<file path="config.mk">
export PLATFORM = sky130hd
export DESIGN_NAME = asid_tlb
export DESIGN_NICKNAME = d
export VERILOG_FILES = /design/src/rtl/tlb_pkg.sv /design/src/rtl/tlb_entry_array.sv /design/src/rtl/tlb_select.sv /design/src/rtl/asid_tlb.sv
export SDC_FILE = /design/constraint.sdc
export NUM_CORES = 2
export LEC_CHECK = 0
export BUFFER_PORTS_ARGS = -buffer_cell sky130_fd_sc_hd__buf_2
export CAP_MARGIN = 30
export CORE_AREA = 4 4 305 307
export CTS_CLUSTER_DIAMETER = 60
export DETAILED_ROUTE_END_ITERATION = 8
export DIE_AREA = 0 0 309 311
export HOLD_SLACK_MARGIN = 0.02
export PLACE_DENSITY = 0.66
export SLEW_MARGIN = 20
export SYNTH_ARGS = -nofsm -noshare
export SYNTH_HDL_FRONTEND = slang
export SYNTH_HIERARCHICAL = 1
export SYNTH_SLANG_ARGS = --single-unit
</file>
<file path="constraint.sdc">
create_clock -name clk -period 12.7 [get_ports clk]
set_clock_uncertainty 0.1 [all_clocks]
set_input_delay 0.635 -clock clk [delete_from_list [all_inputs] [get_ports clk]]
set_output_delay 0.635 -clock clk [all_outputs]
set_load 0.005 [all_outputs]
</file>
<file path="src/rtl/tlb_pkg.sv">
// Shared widths, entry layout and code values for the translation buffer.
// Assumes 32-bit virtual and physical addresses with 4 KiB pages.
package tlb_pkg;
    localparam int OFF_W    = 12;
    localparam int VPN_W    = 20;
    localparam int PFN_W    = 20;
    localparam int ASID_W   = 8;
    localparam int VA_W     = VPN_W + OFF_W;
    localparam int PA_W     = PFN_W + OFF_W;
    localparam int N_ENTRY  = 16;

    typedef struct packed {
        logic [VPN_W-1:0]  vpn;
        logic [ASID_W-1:0] asid;
        logic              global_pg;
        logic [PFN_W-1:0]  pfn;
        logic              nocache;
        logic              writable;
        logic              valid;
    } tlb_entry_t;

    typedef enum logic [1:0] {
        ACC_FETCH = 2'd0,
        ACC_LOAD  = 2'd1,
        ACC_STORE = 2'd2
    } acc_e;

    typedef enum logic [1:0] {
        EXC_NONE    = 2'd0,
        EXC_REFILL  = 2'd1,
        EXC_INVALID = 2'd2,
        EXC_MODIFY  = 2'd3
    } exc_e;
endpackage

</file>
<file path="src/rtl/tlb_entry_array.sv">
// Entry storage with one write port and a per-entry tag comparator.
// Assumes at most one write per cycle; a write is seen by compares next cycle.
module tlb_entry_array
    import tlb_pkg::*;
#(
    parameter int ENTRIES = N_ENTRY,
    localparam int IDX_W  = $clog2(ENTRIES)
) (
    input  logic                   clk,
    input  logic                   rst_n,
    input  logic                   wr_en,
    input  logic [IDX_W-1:0]       wr_idx,
    input  tlb_entry_t             wr_entry,
    input  logic [VPN_W-1:0]       lk_vpn,
    input  logic [ASID_W-1:0]      cur_asid,
    output logic [ENTRIES-1:0]     match_vec,
    output tlb_entry_t             entry_q [ENTRIES]
);
    for (genvar i = 0; i < ENTRIES; i++) begin : g_ent
        // Hold one entry; reset leaves it cleared and not valid.
        always_ff @(posedge clk) begin
            if (!rst_n)
                entry_q[i] <= '0;
            else if (wr_en && wr_idx == IDX_W'(i))
                entry_q[i] <= wr_entry;
        end

        // Page number must agree; tag must agree unless the page is global.
        always_comb begin
            match_vec[i] = (entry_q[i].vpn == lk_vpn) &&
                           (entry_q[i].global_pg || entry_q[i].asid == cur_asid);
        end
    end
endmodule

</file>
<file path="src/rtl/tlb_select.sv">
// Reduces the match vector to one entry, lowest index first.
// Assumes software normally keeps at most one matching entry.
module tlb_select
    import tlb_pkg::*;
#(
    parameter int ENTRIES = N_ENTRY
) (
    input  logic [ENTRIES-1:0] match_vec,
    input  tlb_entry_t         entry_q [ENTRIES],
    output logic               hit,
    output tlb_entry_t         sel_entry
);
    // Scan from the top so the lowest matching index is written last.
    always_comb begin
        hit       = |match_vec;
        sel_entry = '0;
        for (int i = ENTRIES - 1; i >= 0; i--) begin
            if (match_vec[i])
                sel_entry = entry_q[i];
        end
    end
endmodule

</file>
<file path="src/rtl/asid_tlb.sv">
// Top of the software-refilled translation buffer: identifier register,
// exception decode in priority refill > invalid > modify, registered result.
// Assumes the requester samples the response one cycle after the request.
module asid_tlb
    import tlb_pkg::*;
#(
    parameter int ENTRIES = N_ENTRY,
    localparam int IDX_W  = $clog2(ENTRIES)
) (
    input  logic                clk,
    input  logic                rst_n,
    input  logic                asid_set,
    input  logic [ASID_W-1:0]   asid_val,
    input  logic                wr_en,
    input  logic [IDX_W-1:0]    wr_idx,
    input  logic [VPN_W-1:0]    wr_vpn,
    input  logic [ASID_W-1:0]   wr_asid,
    input  logic                wr_global,
    input  logic [PFN_W-1:0]    wr_pfn,
    input  logic                wr_nocache,
    input  logic                wr_writable,
    input  logic                wr_valid,
    input  logic                req_valid,
    input  logic [VA_W-1:0]     req_vaddr,
    input  logic [1:0]          req_type,
    output logic                rsp_valid,
    output logic [PA_W-1:0]     rsp_paddr,
    output logic                rsp_cacheable,
    output logic [1:0]          rsp_exc,
    output logic [VA_W-1:0]     bad_vaddr
);
    logic [ASID_W-1:0]  asid_q;
    tlb_entry_t         wr_entry;
    logic [ENTRIES-1:0] match_vec;
    tlb_entry_t         entry_q [ENTRIES];
    logic               hit;
    tlb_entry_t         sel;
    exc_e               exc_d;

    // Pack the write fields into one entry.
    always_comb begin
        wr_entry = '{vpn: wr_vpn, asid: wr_asid, global_pg: wr_global,
                     pfn: wr_pfn, nocache: wr_nocache,
                     writable: wr_writable, valid: wr_valid};
    end

    // Current address-space identifier.
    always_ff @(posedge clk) begin
        if (!rst_n)
            asid_q <= '0;
        else if (asid_set)
            asid_q <= asid_val;
    end

    tlb_entry_array #(.ENTRIES(ENTRIES)) u_array (
        .clk       (clk),
        .rst_n     (rst_n),
        .wr_en     (wr_en),
        .wr_idx    (wr_idx),
        .wr_entry  (wr_entry),
        .lk_vpn    (req_vaddr[VA_W-1:OFF_W]),
        .cur_asid  (asid_q),
        .match_vec (match_vec),
        .entry_q   (entry_q)
    );

    tlb_select #(.ENTRIES(ENTRIES)) u_select (
        .match_vec (match_vec),
        .entry_q   (entry_q),
        .hit       (hit),
        .sel_entry (sel)
    );

    // Pick a single exception cause in fixed priority.
    always_comb begin
        if (!hit)
            exc_d = EXC_REFILL;
        else if (!sel.valid)
            exc_d = EXC_INVALID;
        else if (req_type == ACC_STORE && !sel.writable)
            exc_d = EXC_MODIFY;
        else
            exc_d = EXC_NONE;
    end

    // Register the response; faults clear address and cacheability.
    always_ff @(posedge clk) begin
        if (!rst_n) begin
            rsp_valid     <= 1'b0;
            rsp_paddr     <= '0;
            rsp_cacheable <= 1'b0;
            rsp_exc       <= EXC_NONE;
        end else begin
            rsp_valid <= req_valid;
            if (req_valid && exc_d == EXC_NONE) begin
                rsp_paddr     <= {sel.pfn, req_vaddr[OFF_W-1:0]};
                rsp_cacheable <= ~sel.nocache;
                rsp_exc       <= EXC_NONE;
            end else begin
                rsp_paddr     <= '0;
                rsp_cacheable <= 1'b0;
                rsp_exc       <= req_valid ? exc_d : EXC_NONE;
            end
        end
    end

    // Capture the faulting address on any exception.
    always_ff @(posedge clk) begin
        if (!rst_n)
            bad_vaddr <= '0;
        else if (req_valid && exc_d != EXC_NONE)
            bad_vaddr <= req_vaddr;
    end
endmodule

</file>
==> flow_metrics.py <==
metrics = {
    "flow_run": {
        "maxCapViolCount": 0,
    },
    "global_route": {
        "grt_use_total_pct": 27.8,
        "antenna_found_initial": 20,
        "grt_pass1_wl_mm": 206,
        "grt_pass1_vias": 32600,
        "overflow": 0,
        "grt_max_degree": 296,
    },
    "detailed_routing": {
        "vias_per_cell": 5.66,
        "drc": 0,
        "drt-initial-drc-count": 3818,
        "routed_wirelength_mm": 139,
        "topRoutingLayerUsed": "met5",
        "dr_wl_met2_mm": 62.8,
        "drtPass1Iterations": 7,
        "drtAntennaViolNets": 0,
        "avgRoutedWirePerCell_um": 22.5,
        "vias": 35100,
        "met3_length_mm": 10.5,
        "wirelength_met1_mm": 58.4,
    },
    "worst_setup_path": {
        "worst-path-buf-inv": 2,
        "crit_path_top_delay_cell": "nor4_1",
        "cp-end-kind": "flip-flop",
        "cp.required_ns": 13.20,
        "arrival_ns": 6.08,
        "cp_slowest_stage_delay_ns": 0.87,
        "cp_max_fo": 21,
        "cp-start-kind": "flip-flop",
        "crit_family": "simple AND/OR/NAND/NOR gates",
        "crit_type": "reg -> reg",
        "cp_common_cell": "a21oi_1",
        "path_cells": "buf_4, xor2_1, nor4_1, a21oi_1, nor4_1, or2_1, a221oi_1, a211oi_1, a21oi_1, a21oi_1, nor3b_4, nor3b_4, buf_4, and2_1",
    },
    "clocking": {
        "cts_buffers": 100,
        "root_buffer": "clkbuf_16",
        "cts.repair.resized": 0,
        "cts.sinks": 908,
        "cts_setup_buffers": 0,
        "clk_path_buf_depth": 3,
        "clk_pin_slew_ns": 0.06,
        "htree_levels": 3,
        "worstSkewPairLatency_ns": 0.69,
        "cts-hold-fix-buffers": 0,
        "cts_tree": "built",
    },
    "sta": {
        "finalCriticalPeriod_ns": 5.58,
        "setup_viol": 0,
        "setup_ws_ns": 7.12,
        "tightest_slew_ns": 1.39,
        "fmax_mhz": 179,
        "finalMaxSlewViolations": 0,
        "rsz0062_at_grt": "false",
        "finalHoldViolations": 0,
        "hold_slack_ns": 0.0730,
        "tns_ns": 0,
        "final.period_utilization_pct": 43.9,
        "max_slew_margin_pct": 7.34,
    },
    "finish": {
        "syn2layout_area_growth_pct": 10.2,
        "stdcell_area_um2": 46100,
        "fin_nets": 5024,
        "layout_commonest_cell": "nand2_1",
        "final_cell_count_no_fill": 6198,
        "layout-drive-gt1-share_pct": 9.65,
        "layout_common_cells": "nand2_1, dfxtp_1, a21boi_0, xor2_1, buf_2",
        "final_core_util_pct": 51.2,
    },
    "pwr": {
        "power_mw": 6.44,
        "power_density_nw_per_um2": 140,
        "ir_drop_v": 0.000120,
        "leakagePower_nw": 16.6,
    },
    "place": {
        "dpl-instance-area_um2": 42400,
        "portBuffers": 170,
        "dp_hpwl_mm": 79.1,
        "dpl.cell_count": 5989,
        "pre_cts_ws_ns": 6.75,
        "gp_congestion": 0.843,
    },
    "synthesis": {
        "yosys_warnings": 6,
        "syn_avg_cell_area_um2": 8.15,
        "synth_fp_nets": 5238,
        "syn_inst": 5135,
        "netlist_area_um2": 41900,
    },
    "status": {
        "status": "finished clean",
    },
    "floorplan": {
        "rows": 110,
        "die-area_um2": 96100,
        "core_um2": 90000,
        "io_pins": 171,
        "start_util_pct": 46.5,
        "die_w_um": 309,
        "dieHeight_um": 311,
    },
    "hold_path": {
        "hold_class": "in -> reg",
    },
}
==> metal layers <==
layer | global-route usage, % | vias to the layer above
met1 | 37.0 | 16800
met5 | 0 | -
met3 | 4.12 | 348
li1 | - | 16400
met2 | 43.9 | 1506
met4 | 14.4 | 4
==> registers in the layout, summed over array words and instances, names as in the netlist <==
name / cells
u_array/entry_q: 832
bad_vaddr: 32
rsp_paddr: 32
asid_q: 8
rsp_exc: 2
rsp_cacheable: 1
rsp_valid: 1
==> area by class of cell <==
class	count	area, um^2
Multi-Input combinational cell	3659	21400
Inverter	8	30.0
Sequential cell	908	18200
Antenna cell	19	47.5
Tap cell	1176	1470
Clock inverter	41	566
Clock buffer	143	2990
Fill cell	8427	43900
Timing Repair Buffer	244	1470
==> report_power, final <==
part	leakage (nW)	switching [mW]	total, mW	internal [mW]
logic	7.53	0.286	0.425	0.140
registers	7.34	0.0264	2.92	2.89
clock network	1.76	1.25	3.10	1.85
==> final timing paths <==
path | endpoint | startpoint | cells past startpoint | slack (ns)
hold / removal | rsp_paddr[6]$_SDFF_PN0_ | req_vaddr[6] | 2 | 0.07
setup / recovery | rsp_paddr[24]$_SDFF_PN0_ | asid_q[3]$_SDFFE_PN0P_ | 14 | 7.12
hold reg to reg | u_array/entry_q[785]$_SDFFE_PN0P_ | u_array/entry_q[785]$_SDFFE_PN0P_ | 2 | 0.35
setup reg to reg | rsp_paddr[24]$_SDFF_PN0_ | asid_q[3]$_SDFFE_PN0P_ | 14 | 7.12
Note: power is estimated with default switching activity, not from simulation.
